File: src/rtl/sflag_pkg.sv
package sflag_pkg;
   typedef enum logic [1:0] {
      OP_HOLD = 2'd0,
      OP_ADD  = 2'd1,
      OP_SUB  = 2'd2,
      OP_PASS = 2'd3
   } sflag_op_e;

   localparam int FLAG_N_BIT = 0;
   localparam int FLAG_V_BIT = 1;
   localparam int FLAG_CNT   = 2;
endpackage

File: src/rtl/sflag_arith.sv
module sflag_arith #(
   parameter int DATA_W   = 16,
   parameter int NARROW_W = 8
) (
   input  logic [DATA_W-1:0] a,
   input  logic [DATA_W-1:0] b,
   input  logic              cin,
   input  logic              do_sub,
   input  logic              do_arith,
   input  logic              narrow,
   output logic [DATA_W-1:0] res,
   output logic              a_sgn,
   output logic              b_sgn,
   output logic              r_sgn
);
   logic [DATA_W-1:0]   b_eff;
   logic [DATA_W-1:0]   sum_wide;
   logic [NARROW_W-1:0] sum_low;
   logic [DATA_W-1:0]   sum_sel;

   assign b_eff    = do_sub ? ~b : b;
   assign sum_wide = a + b_eff + {{(DATA_W-1){1'b0}}, cin};
   assign sum_low  = a[NARROW_W-1:0] + b_eff[NARROW_W-1:0]
                   + {{(NARROW_W-1){1'b0}}, cin};

   generate
      if (DATA_W > NARROW_W) begin : g_split
         assign sum_sel = narrow ? {a[DATA_W-1:NARROW_W], sum_low} : sum_wide;
      end else begin : g_same
         assign sum_sel = sum_wide;
      end
   endgenerate

   assign res   = do_arith ? sum_sel : a;
   assign a_sgn = narrow ? a[NARROW_W-1]     : a[DATA_W-1];
   assign b_sgn = narrow ? b_eff[NARROW_W-1] : b_eff[DATA_W-1];
   assign r_sgn = narrow ? res[NARROW_W-1]   : res[DATA_W-1];
endmodule

File: src/rtl/sflag_judge.sv
module sflag_judge (
   input  logic a_sgn,
   input  logic b_sgn,
   input  logic r_sgn,
   output logic ovf,
   output logic neg
);
   always_comb begin
      ovf = (a_sgn == b_sgn) && (r_sgn != a_sgn);
      neg = r_sgn;
   end
endmodule

File: src/rtl/sflag_store.sv
module sflag_store
   import sflag_pkg::*;
(
   input  logic                clk,
   input  logic                rst,
   input  logic                upd_v,
   input  logic                upd_n,
   input  logic                ovf,
   input  logic                neg,
   input  logic                set_en,
   input  logic [FLAG_CNT-1:0] set_mask,
   input  logic                clr_en,
   input  logic [FLAG_CNT-1:0] clr_mask,
   output logic [FLAG_CNT-1:0] flags
);
   logic [FLAG_CNT-1:0] arith_val;
   logic [FLAG_CNT-1:0] arith_upd;
   logic [FLAG_CNT-1:0] set_sel;
   logic [FLAG_CNT-1:0] clr_sel;
   logic                cmd_any;

   always_comb begin
      arith_val             = '0;
      arith_upd             = '0;
      arith_val[FLAG_V_BIT] = ovf;
      arith_val[FLAG_N_BIT] = neg;
      arith_upd[FLAG_V_BIT] = upd_v;
      arith_upd[FLAG_N_BIT] = upd_n;
      set_sel               = set_en ? set_mask : '0;
      clr_sel               = clr_en ? clr_mask : '0;
      cmd_any               = set_en | clr_en;
   end

   generate
      for (genvar i = 0; i < FLAG_CNT; i++) begin : g_flag
         always_ff @(posedge clk) begin
            if (rst)             flags[i] <= 1'b0;
            else if (cmd_any) begin
               if (set_sel[i])      flags[i] <= 1'b1;
               else if (clr_sel[i]) flags[i] <= 1'b0;
            end
            else if (arith_upd[i]) flags[i] <= arith_val[i];
         end
      end
   endgenerate
endmodule

File: src/rtl/sflag_unit.sv
module sflag_unit
   import sflag_pkg::*;
#(
   parameter int DATA_W   = 16,
   parameter int NARROW_W = 8
) (
   input  logic              clk,
   input  logic              rst,
   input  logic [1:0]        op_sel,
   input  logic              narrow_mode,
   input  logic [DATA_W-1:0] opnd_a,
   input  logic [DATA_W-1:0] opnd_b,
   input  logic              carry_in,
   input  logic              set_en,
   input  logic [1:0]        set_mask,
   input  logic              clr_en,
   input  logic [1:0]        clr_mask,
   output logic [DATA_W-1:0] result,
   output logic              flag_v,
   output logic              flag_n
);
   initial begin
      assert (NARROW_W >= 2) else $error("NARROW_W must be at least 2");
      assert (NARROW_W <= DATA_W) else $error("NARROW_W must not exceed DATA_W");
   end

   sflag_op_e           op;
   logic                is_arith;
   logic                a_sgn, b_sgn, r_sgn;
   logic                ovf, neg;
   logic [FLAG_CNT-1:0] flags;

   assign op       = sflag_op_e'(op_sel);
   assign is_arith = (op == OP_ADD) || (op == OP_SUB);

   sflag_arith #(.DATA_W(DATA_W), .NARROW_W(NARROW_W)) u_arith (
      .a(opnd_a), .b(opnd_b), .cin(carry_in), .do_sub(op == OP_SUB),
      .do_arith(is_arith), .narrow(narrow_mode), .res(result),
      .a_sgn(a_sgn), .b_sgn(b_sgn), .r_sgn(r_sgn)
   );

   sflag_judge u_judge (
      .a_sgn(a_sgn), .b_sgn(b_sgn), .r_sgn(r_sgn), .ovf(ovf), .neg(neg)
   );

   sflag_store u_store (
      .clk(clk), .rst(rst), .upd_v(is_arith), .upd_n(is_arith || op == OP_PASS),
      .ovf(ovf), .neg(neg), .set_en(set_en), .set_mask(set_mask),
      .clr_en(clr_en), .clr_mask(clr_mask), .flags(flags)
   );

   assign flag_v = flags[FLAG_V_BIT];
   assign flag_n = flags[FLAG_N_BIT];
endmodule

File: config.mk
export PLATFORM = sky130hd
export DESIGN_NAME = sflag_unit
export DESIGN_NICKNAME = d
export VERILOG_FILES = /design/src/rtl/sflag_pkg.sv /design/src/rtl/sflag_arith.sv /design/src/rtl/sflag_judge.sv /design/src/rtl/sflag_store.sv /design/src/rtl/sflag_unit.sv
export SDC_FILE = /design/constraint.sdc
export NUM_CORES = 1
export LEC_CHECK = 0
export BUFFER_PORTS_ARGS = -buffer_cell sky130_fd_sc_hd__buf_2
export CORE_UTILIZATION = 48
export CTS_BUF_LIST = sky130_fd_sc_hd__clkbuf_8
export DETAILED_ROUTE_END_ITERATION = 10
export PLACE_DENSITY = 0.86
export SLEW_MARGIN = 15
export SYNTH_ARGS = -nofsm -noshare
export SYNTH_HDL_FRONTEND = slang
export SYNTH_HIERARCHICAL = 1
export SYNTH_SLANG_ARGS = --single-unit
File: constraint.sdc
create_clock -name clk -period 4.3 [get_ports clk]
set_input_delay 0.43 -clock clk [delete_from_list [all_inputs] [get_ports clk]]
set_output_delay 0.43 -clock clk [all_outputs]
set_load 0.01 [all_outputs]
Word level (Yosys, flattened, before mapping)

Index checks and enable logic that the tools add are counted.

Register bits after elaboration: 2
Logic and storage cells: 38

Add/subtract/negate cells: 4
Multiplexer cells: 16
Bitwise gates (word level): 2
Eq/ne operators: 7
Reduce and logical (&&, ||, !) cells: 7

Operator list:

| operator                                                              | number |
|---|---|
| 16-bit two-way mux                                                    | 3 |
| 16-bit by 1-bit adder with 16-bit output                              | 1 |
| 16-bit adder                                                          | 1 |
| 16-bit inverter                                                       | 1 |
| 1-bit two-way mux                                                     | 11 |
| 8-bit by 1-bit adder with 8-bit output                                | 1 |
| 8-bit adder                                                           | 1 |
| 3-bit by 1-bit != test with 1-bit output, second input constant       | 2 |
| 2-bit equality test, second input constant                            | 2 |
| 2-bit two-way mux                                                     | 2 |
| 2-bit AND reduction                                                   | 2 |
| 2-bit nonzero test                                                    | 2 |
| 2-bit by 1-bit equality test with 1-bit output, second input constant | 1 |
| 1-bit logical OR                                                      | 2 |
| 1-bit equality test                                                   | 1 |
| 1-bit logical AND                                                     | 1 |
| 1-bit != test                                                         | 1 |
| 1-bit bitwise OR                                                      | 1 |

Logic depth before layout (Yosys ltp)

Gate-level depths: netlist of run 1.

Depth after elaboration: 11
Gate-level depth with buffers: 17

Modules after synthesis

Netlist of run 1, hierarchy kept.

By module, submodules not included:

| module      | times used | cells an instance | area each (µm²) |
|---|---|---|---|
| sflag_arith | 1          | 143               | 1,071.0 |
| sflag_store | 1          | 15                | 128.9 |
| sflag_unit  | 1          | 5                 | 36.3 |
| sflag_judge | 1          | 4                 | 30.0 |

Worst setup path before layout of run 1

OpenSTA, ideal clock, no wires.

Kind: input-to-output
Start: in op_sel[0]
End: out result[12]
Data arrival time: 3.571 ns
Path slack: 0.299 ns
Stages: 15
Path buffers: 2
Cells stage by stage: inv_1 > ha_1 > buf_2 > buf_1 > xnor2_1 > fa_1 > inv_1 > fa_1 > a21o_2 > a21oi_1 > o2111ai_1 > a311oi_1 > o21ai_0 > xnor2_1 > o21ai_0

Cells in the longest elaborated chain, start to end: 6
Elaborated cells on any way between the ends: 8

RTL lines:

| element                                  | line                               | source |
|---|---|---|
| start: declaration                       | sflag_unit.sv:9                    | `input logic [1:0] op_sel,` |
| 2-bit equality test                      | sflag_unit.sv:34, sflag_unit.sv:37 |  |
| 16-bit two-way mux                       | sflag_arith.sv:21                  | `assign b_eff = do_sub ? ~b : b;` |
| 16-bit adder                             | sflag_arith.sv:22                  | `assign sum_wide = a + b_eff + {{(DATA_W-1){1'b0}}, cin};` |
| 16-bit by 1-bit adder with 16-bit output | sflag_arith.sv:22                  |  |
| 16-bit two-way mux                       | sflag_arith.sv:28                  | `assign sum_sel = narrow ? {a[DATA_W-1:NARROW_W], sum_low} : sum_wide;` |
| 16-bit two-way mux (*)                   | sflag_arith.sv:34                  | `assign res = do_arith ? sum_sel : a;` |
| end: declaration                         | sflag_unit.sv:18                   | `output logic [DATA_W-1:0] result,` |

Every way passes the cells marked *; elsewhere a longest branch is shown, timed or not.

Worst setup path in the final report of run 1

Ends and elaborated chain as after synthesis.

==> qor.log, run 1 <==
INFO  worst_setup_path worst_r2r_path_depth=2
INFO  logic_synthesis synthCells=167
INFO  timing         finalMaxSlewViolations=0
INFO  drt            finalWirelength=2960um
INFO  logic_synthesis post_synthesis_net_count=229
INFO  timing         max_clock_freq=0.260GHz
INFO  timing         grt_setup_unrepaired=false
INFO  clock_network  worstSkewPairLatency=210ps
INFO  die            die_area=0.00285sqmm
INFO  timing         worst_clock_skew=0ps
INFO  grt            grt_antenna_before_repair=0
INFO  clock_network  cts_tree=yes
INFO  logic_synthesis ys_types=40
INFO  cells_and_area largest_reg_flops=2
INFO  clock_network  clk_pin_slew=30ps
INFO  timing         final.setup.tns=0ps
INFO  worst_hold_path hold_path_startpoint=rst
INFO  worst_hold_path hold-path-cell-count=2
INFO  worst_hold_path min-delay-path-class=in -> reg
INFO  grt            gr-total-overflow=0
INFO  flow_run       max_cap_violations=0
INFO  timing         hold_viol_final=0
INFO  logic_synthesis yosys_register_bits=2
INFO  die            y_dimension_of_the_die=53.4um
INFO  cells_and_area antenna_cells=0
INFO  cells_and_area multiInputGateArea=0.00116sqmm
INFO  clock_network  post_cts.resized_instances=0
INFO  clock_network  cts_buffers=3
INFO  pwr            power.ir.vdd_worst=0.000184V
INFO  worst_setup_path source_of_the_worst_register_to_register_timing_path=u_store/flags[0]
INFO  die            die_width=53.4um
INFO  worst_hold_path hold_end=u_store/flags[1]
INFO  worst_setup_path setup.worst_path.start_class=primary input
INFO  die            core=0.00248sqmm
INFO  cells_and_area layout.area.seq=40.0squm
INFO  timing         setup_viol_count_final=0
INFO  grt            grt_use_total=0.217
INFO  drt            route.antenna.remaining_nets=0
INFO  worst_setup_path timing.critical_path.fanout_max=3
INFO  logic_synthesis syn_area=0.00127sqmm
INFO  timing         final.setup.worst_slack=450ps
INFO  cells_and_area largest_register=u_store/flags
INFO  die            initial_core_util=0.511
INFO  outcome        status=complete, no violations
INFO  placement      dpl.hpwl=2460um
INFO  logic_synthesis dominant_synthesized_flop_cell=sky130_fd_sc_hd__dfxtp_1
INFO  cells_and_area biggest_registers_after_layout=u_store/flags: 2 flops
INFO  drt            drt_pass1_iterations=5
INFO  clock_network  hold_buffers=0
INFO  timing         maxSlewHeadroom=0.655
INFO  clock_network  cts_setup_buffers=0
INFO  grt            first_pass_grt_wire_length=4770um
INFO  drt            route.detailed.wl_per_inst=11.5um
INFO  clock_network  cts_max_level=1
INFO  worst_setup_path worst-setup-path-type=in -> out
INFO  grt            first_global_vias=1238
INFO  placement      gp_routability_congestion=0.834
INFO  logic_synthesis synth_enable_flop_cells=0
INFO  pwr            power.density=238mW/mm^2
INFO  drt            drtIter0Drc=24
INFO  cells_and_area finalNetCount=292
INFO  worst_setup_path critPathArrivalTime=3420ps
INFO  pwr            p_leak=0.844nW
INFO  clock_network  ctsRootBufferMaster=sky130_fd_sc_hd__clkbuf_8
INFO  cells_and_area filler_cell_count_in_the_final_layout=229
INFO  timing         period_share=0.895
INFO  cells_and_area final_cells=258
INFO  drt            avgViaCountPerCell=5.41
INFO  drt            post-route-drc-count=0
INFO  logic_synthesis ys_seq_area_frac=0.0316
INFO  clock_network  max-clock-path-buffers=2
INFO  worst_setup_path reg2reg_slack=3660ps
INFO  drt            via_count=1397
INFO  cells_and_area layout-area-overhead-vs-synth=29.6%
INFO  placement      place_worst_setup_slack=460ps
INFO  placement      portBuffers=61
INFO  timing         tightest_slew=514ps
INFO  worst_setup_path critPathCaptureType=output pin
INFO  timing         layout_min_cycle_time=3850ps
INFO  die            num_io_pins=62
INFO  placement      placedCellCount=255
INFO  logic_synthesis ys_async_sr_fraction=0
INFO  cells_and_area post_route_cells_drive_above_1_share=0.364
INFO  worst_setup_path reg_to_reg_critical_path_endpoint=u_store/flags[0]
INFO  logic_synthesis postSynthAreaPerCell=7.58squm
INFO  grt            largest_net_degree_at_the_start_of_global_routing=16
INFO  clock_network  cts.sinks=2
INFO  die            rows=18
INFO  worst_setup_path critical_path_required=3870ps
INFO  logic_synthesis yosysWarningCount=6
## critical path, cell delays in order
cell	delay, ps
sky130_fd_sc_hd__buf_2	70
sky130_fd_sc_hd__inv_1	40
sky130_fd_sc_hd__ha_1	250
sky130_fd_sc_hd__xnor2_1	240
sky130_fd_sc_hd__fa_1	230
sky130_fd_sc_hd__inv_1	60
sky130_fd_sc_hd__fa_1	390
sky130_fd_sc_hd__a21o_2	200
sky130_fd_sc_hd__a21oi_1	250
sky130_fd_sc_hd__o2111ai_1	160
sky130_fd_sc_hd__a311oi_1	460
sky130_fd_sc_hd__o21ai_0	200
sky130_fd_sc_hd__xnor2_1	150
sky130_fd_sc_hd__o21ai_0	130
sky130_fd_sc_hd__buf_2	150
## layout make-up
class / count / share of cell area
clock buffers: 3 / 0.0252
repair buffers: 63 / 0.195
well taps: 30 / 0.0229
inverters: 12 / 0.0274
flip-flops and latches: 2 / 0.0244
multi-input cells: 148 / 0.705
## synthesized netlist by cell type (all sizes together), types with 2 or more instances
| library cell | count | area (sq um) |
|---|---|---|
| nand2 | 17 | 63.8 |
| xor2 | 17 | 149 |
| ha | 16 | 200 |
| o21ai | 15 | 75.1 |
| xnor2 | 14 | 123 |
| a21oi | 12 | 71.3 |
| inv | 12 | 45.0 |
| nor2 | 9 | 33.8 |
| mux2 | 7 | 78.8 |
| buf | 4 | 20.0 |
| a21o | 3 | 23.8 |
| a22oi | 3 | 22.5 |
| a311oi | 3 | 26.3 |
| nand2b | 3 | 18.8 |
| o2111ai | 3 | 26.3 |
| o21a | 3 | 23.8 |
| a222oi | 2 | 20.0 |
| dfxtp | 2 | 40.0 |
| fa | 2 | 40.0 |
| nand4 | 2 | 12.5 |
| nor2b | 2 | 12.5 |
| nor3 | 2 | 10.0 |
| o22ai | 2 | 18.8 |
| or3b | 2 | 17.5 |
## report_power, final
part            total, W  internal, W  switching (W)
Combinational   0.000297     0.000142       0.000154
Sequential     0.0000216    0.0000207    0.000000951
Clock          0.0000730    0.0000591      0.0000139
Total           0.000391     0.000222       0.000169
## metrics by stage
step	hold slack (ps)	instance area (sq um)	total power (W)	util
after global routing	404	1640	0.000428	0.663
after detailed placement	454	1600	0.000316	0.646
after CTS	389	1640	0.000393	0.663
final	394	1640	0.000391	0.663
after global placement	451	1600	0.000312	0.646
after floorplan	481	1270	0.000237	-
## kinds of logic (layout without fill, tap and decap cells)
kind of cell	after synthesis	after routing	share of synthesized area
compound gates	49	49	0.276
xor+xnor	31	31	0.214
fa+ha+maj	18	18	0.190
flops	2	2	0.0316
simple gates	42	42	0.164
mux	8	8	0.0702
buf+inv	17	78	0.0543
## routing by layer
layer | track usage | wire length, um
met3 | 0.0172 | 86
met1 | 0.261 | 1350
met4 | 0.0263 | 0
met5 | 0 | 0
met2 | 0.415 | 1530
## layout by cell type, fill, tap and decap left out, types with 3 or more instances in the layout
cell                        instances
sky130_fd_sc_hd__a21oi_1            9
sky130_fd_sc_hd__a21oi_2            3
sky130_fd_sc_hd__a22oi_1            3
sky130_fd_sc_hd__a311oi_1           3
sky130_fd_sc_hd__buf_2             61
sky130_fd_sc_hd__clkbuf_8           3
sky130_fd_sc_hd__ha_1              16
sky130_fd_sc_hd__inv_1             12
sky130_fd_sc_hd__mux2_2             7
sky130_fd_sc_hd__nand2_1           17
sky130_fd_sc_hd__nand2b_1           3
sky130_fd_sc_hd__nor2_1             9
sky130_fd_sc_hd__o2111ai_1          3
sky130_fd_sc_hd__o21ai_0           15
sky130_fd_sc_hd__xnor2_1           14
sky130_fd_sc_hd__xor2_1            17
## how the worst max path moves through the flow
stage	startpoint	to	slack, ps	depth (start not counted)
2_1_floorplan	op_sel[0]	result[12]	300	15
3_5_place_dp	op_sel[0]	result[12]	460	15
6_report	op_sel[0]	result[12]	450	15
5_1_grt	op_sel[0]	result[12]	240	15
4_1_cts	op_sel[0]	result[12]	450	15
3_3_place_gp	op_sel[0]	u_store/flags[1]	530	17
Power figures use the tool's default switching activity.
==> inputs of run 2 (changes only) <==
Settings changed: ABC_AREA set to 1, CORE_UTILIZATION 48 to 50, CTS_CLUSTER_SIZE set to 10.
==> qor.log, run 2 <==
INFO  drt            top_signal_layer_used=met4
INFO  timing         maxSlewHeadroom=0.638 [-0.0167]
INFO  logic_synthesis synthCells=262 [+57%]
INFO  worst_setup_path critPathArrivalTime=2780ps [-640 ps]
INFO  logic_synthesis syn_area=0.00147sqmm [+16%]
INFO  placement      place_worst_setup_slack=1030ps [+568 ps]
INFO  grt            first_global_vias=1478 [+19%]
INFO  clock_network  worstSkewPairLatency=210ps [about the same]
INFO  clock_network  cts_buffers=3 [unchanged]
INFO  drt            route.antenna.remaining_nets=0 [unchanged]
INFO  clock_network  ctsRootBufferMaster=sky130_fd_sc_hd__clkbuf_8
INFO  die            num_io_pins=62 [unchanged]
INFO  timing         hold_viol_final=0 [unchanged]
INFO  clock_network  cts_max_level=1 [unchanged]
INFO  worst_hold_path hold_end=u_store/flags[1]
INFO  pwr            p_leak=1.14nW [+36%]
INFO  worst_setup_path reg_to_reg_critical_path_endpoint=u_store/flags[1]
INFO  logic_synthesis ys_seq_area_frac=0.0272 [-0.00441]
INFO  cells_and_area layout_common_cells=sky130_fd_sc_hd__nand2_1, sky130_fd_sc_hd__buf_2, sky130_fd_sc_hd__inv_1, sky130_fd_sc_hd__nand3_1, sky130_fd_sc_hd__ha_1
INFO  worst_setup_path max_stage_delay=440ps [-20 ps]
INFO  placement      dpl.hpwl=2990um [+22%]
INFO  drt            finalWirelength=3530um [+19%]
INFO  cells_and_area biggest_registers_after_layout=u_store/flags: 2 flops
INFO  drt            wl_met2=1750um [+15%]
INFO  drt            drt_pass1_iterations=4 [-1]
INFO  worst_setup_path critical-path-slowest-cell=sky130_fd_sc_hd__ha_1
INFO  die            rows=19 [+1]
INFO  worst_setup_path critical_path_required=3870ps [about the same]
INFO  outcome        status=complete, no violations
INFO  worst_setup_path timing.critical_path.fanout_max=6 [+3]
INFO  clock_network  cts.sinks=2 [unchanged]
INFO  worst_setup_path cp_cell_sequence=buf_2 -> inv_1 -> ha_1 -> buf_4 -> xor2_1 -> ha_1 -> a21oi_2 -> nand2_1 -> a21oi_1 -> nand2_1 -> nand2_1 -> nand3_2 -> nand2_1 -> inv_1 -> buf_2
INFO  worst_setup_path source_of_the_worst_register_to_register_timing_path=u_store/flags[1]
INFO  timing         final.setup.tns=0ps [unchanged]
INFO  flow_run       max_cap_violations=0 [unchanged]
INFO  drt            dr_wl_met3=207um [+140%]
INFO  drt            avgViaCountPerCell=4.98 [-8.0%]
INFO  pwr            power.density=224mW/mm^2 [-6.1%]
INFO  drt            via_count=1763 [+26%]
INFO  worst_setup_path reg2reg_slack=3690ps [+30 ps]
INFO  grt            grt_antenna_before_repair=0 [unchanged]
INFO  timing         max_clock_freq=0.312GHz [+20%]
INFO  placement      portBuffers=61 [unchanged]
INFO  timing         setup_viol_count_final=0 [unchanged]
INFO  logic_synthesis largest_cells_by_area_after_synthesis=sky130_fd_sc_hd__nand2_1, sky130_fd_sc_hd__ha_1, sky130_fd_sc_hd__inv_1
INFO  die            die_width=56.2um [+5.4%]
INFO  timing         tightest_slew=542ps [+28.0 ps]
INFO  drt            route.detailed.wl_per_inst=9.97um [-13%]
INFO  clock_network  hold_buffers=0 [unchanged]
INFO  logic_synthesis synth_top_area_share=0.224 [+0.0664]
INFO  worst_setup_path worstSetupStartpoint=op_sel[0]
INFO  cells_and_area antenna_cells=0 [unchanged]
INFO  timing         final.setup.worst_slack=1090ps [+641 ps]
INFO  logic_synthesis yosys_register_bits=2 [unchanged]
INFO  die            die_area=0.00316sqmm [+11%]
INFO  clock_network  max-clock-path-buffers=2 [unchanged]
INFO  drt            drtIter0Drc=65 [+170%]
INFO  cells_and_area finalNetCount=387 [+33%]
INFO  worst_setup_path critical_path.n_buffers_inverters=5 [+1]
INFO  die            y_dimension_of_the_die=56.2um [+5.4%]
INFO  die            core=0.00278sqmm [+12%]
INFO  worst_setup_path critical-path-top-cell-by-count=sky130_fd_sc_hd__nand2_1
INFO  cells_and_area largest_register=u_store/flags
INFO  die            initial_core_util=0.529 [+0.0179]
INFO  worst_hold_path min-delay-path-class=in -> reg
INFO  worst_setup_path critical-path-top-delay-family=adder cells
INFO  timing         worst_clock_skew=0ps [unchanged]
INFO  worst_setup_path worst-setup-path-type=in -> out
INFO  clock_network  cts_tree=yes
INFO  logic_synthesis yosysWarningCount=6 [unchanged]
INFO  logic_synthesis ys_types=31 [-23%]
INFO  placement      gp_routability_congestion=0.914 [+9.6%]
INFO  timing         period_share=0.746 [-0.149]
INFO  logic_synthesis postSynthAreaPerCell=5.62squm [-26%]
INFO  logic_synthesis synth.largest_area_cell=sky130_fd_sc_hd__nand2_1
INFO  clock_network  post_cts.resized_instances=0 [unchanged]
INFO  logic_synthesis synth_enable_flop_cells=0 [unchanged]
INFO  logic_synthesis ys_async_sr_fraction=0 [unchanged]
INFO  pwr            power.ir.vdd_worst=0.000196V [+6.1%]
INFO  drt            drt-met1-wl=1490um [+10%]
INFO  worst_setup_path worst_r2r_path_depth=4 [+2]
INFO  cells_and_area layout.cells.most_common=sky130_fd_sc_hd__nand2_1
INFO  cells_and_area layout-area-overhead-vs-synth=25.0%
INFO  grt            first_pass_grt_wire_length=5900um [+24%]
INFO  clock_network  cts_setup_buffers=0 [unchanged]
INFO  timing         finalMaxSlewViolations=0 [unchanged]
INFO  logic_synthesis post-synth-top-count-cell=sky130_fd_sc_hd__nand2_1
INFO  timing         layout_min_cycle_time=3210ps [-641 ps]
INFO  grt            grt_use_total=0.231 [+0.0143]
INFO  logic_synthesis dominant_synthesized_flop_cell=sky130_fd_sc_hd__dfxtp_1
INFO  logic_synthesis ys_top_cells_by_count=sky130_fd_sc_hd__nand2_1, sky130_fd_sc_hd__inv_1, sky130_fd_sc_hd__nand3_1
INFO  worst_hold_path hold-path-cell-count=4 [+2]
INFO  cells_and_area post_route_cells_drive_above_1_share=0.260 [-0.104]
INFO  grt            gr-total-overflow=0 [unchanged]
INFO  timing         grt_setup_unrepaired=false
INFO  clock_network  clk_pin_slew=30ps [about the same]
INFO  worst_setup_path setup.worst_path.start_class=primary input
INFO  worst_hold_path hold_path_startpoint=rst
INFO  logic_synthesis post_synthesis_net_count=324 [+41%]
INFO  cells_and_area largest_reg_flops=2 [unchanged]
INFO  grt            largest_net_degree_at_the_start_of_global_routing=15 [-1]
INFO  worst_setup_path critPathCaptureType=output pin
INFO  drt            post-route-drc-count=0 [unchanged]
## run 2: cell count changes after synthesis, moves of 4 or more
cell,change
sky130_fd_sc_hd__nand3_1,+20
sky130_fd_sc_hd__nand2_1,+71
sky130_fd_sc_hd__o21ai_0,-8
sky130_fd_sc_hd__xnor2_1,-7
sky130_fd_sc_hd__inv_1,+29
sky130_fd_sc_hd__o21ai_1,+5
sky130_fd_sc_hd__mux2_2,-7
sky130_fd_sc_hd__nand2_2,+4
sky130_fd_sc_hd__nor2_1,+6
## run 2: final cells by class
type | instances | area, sq um
fillers | 276 | 942
repair buffers | 63 | 320
well taps | 31 | 38.8
inverters | 43 | 161
multi-input cells | 212 | 1240
flip-flops and latches | 2 | 40.0
clock buffers | 3 | 41.3
## run 2: cell families after synthesis
kind of cell    share of synthesized area
simple gates                        0.408
buf+inv                             0.132
compound gates                      0.120
xor+xnor                            0.150
fa+ha+maj                           0.163
flops                              0.0272
## run 2: routing by layer
metal / up-vias / GRT usage
met5: - / 0
met4: 0 / 0.0906
met3: 9 / 0.0326
met2: 58 / 0.422
met1: 754 / 0.268
li1: 942 / -
## run 2: worst reg2reg max path, delay by kind of cell, from the launching register on
family                 cells  cell delay (ps)
DFF                        1              310
and+or+nand+nor            3              200
buffers and inverters      1               40
## run 2: how the worst max path moves through the flow
stage,end,slack (ps),cells after the start
2_1_floorplan,result[10],1400,18
3_3_place_gp,u_store/flags[1],1150,24
3_5_place_dp,u_store/flags[1],1030,22
4_1_cts,result[15],1090,15
5_1_grt,result[10],860,18
6_report,result[15],1090,15
## run 2: per-stage QoR
step | utilization | hold slack (ps) | power [W] | cells | area, sq um
final | 0.661 | 468 | 0.000412 | 354 | 1840
after global routing | 0.661 | 497 | 0.000456 | 354 | 1840
after CTS | 0.661 | 467 | 0.000414 | 354 | 1840
after detailed placement | 0.646 | 538 | 0.000336 | 351 | 1800
after global placement | 0.646 | 536 | 0.000330 | 351 | 1800
after floorplan | - | 566 | 0.000250 | 262 | 1470
## run 2: where the power goes
group          internal [W]  switching, W
logic              0.000132      0.000184
clock network     0.0000592     0.0000155
registers         0.0000206   0.000000728
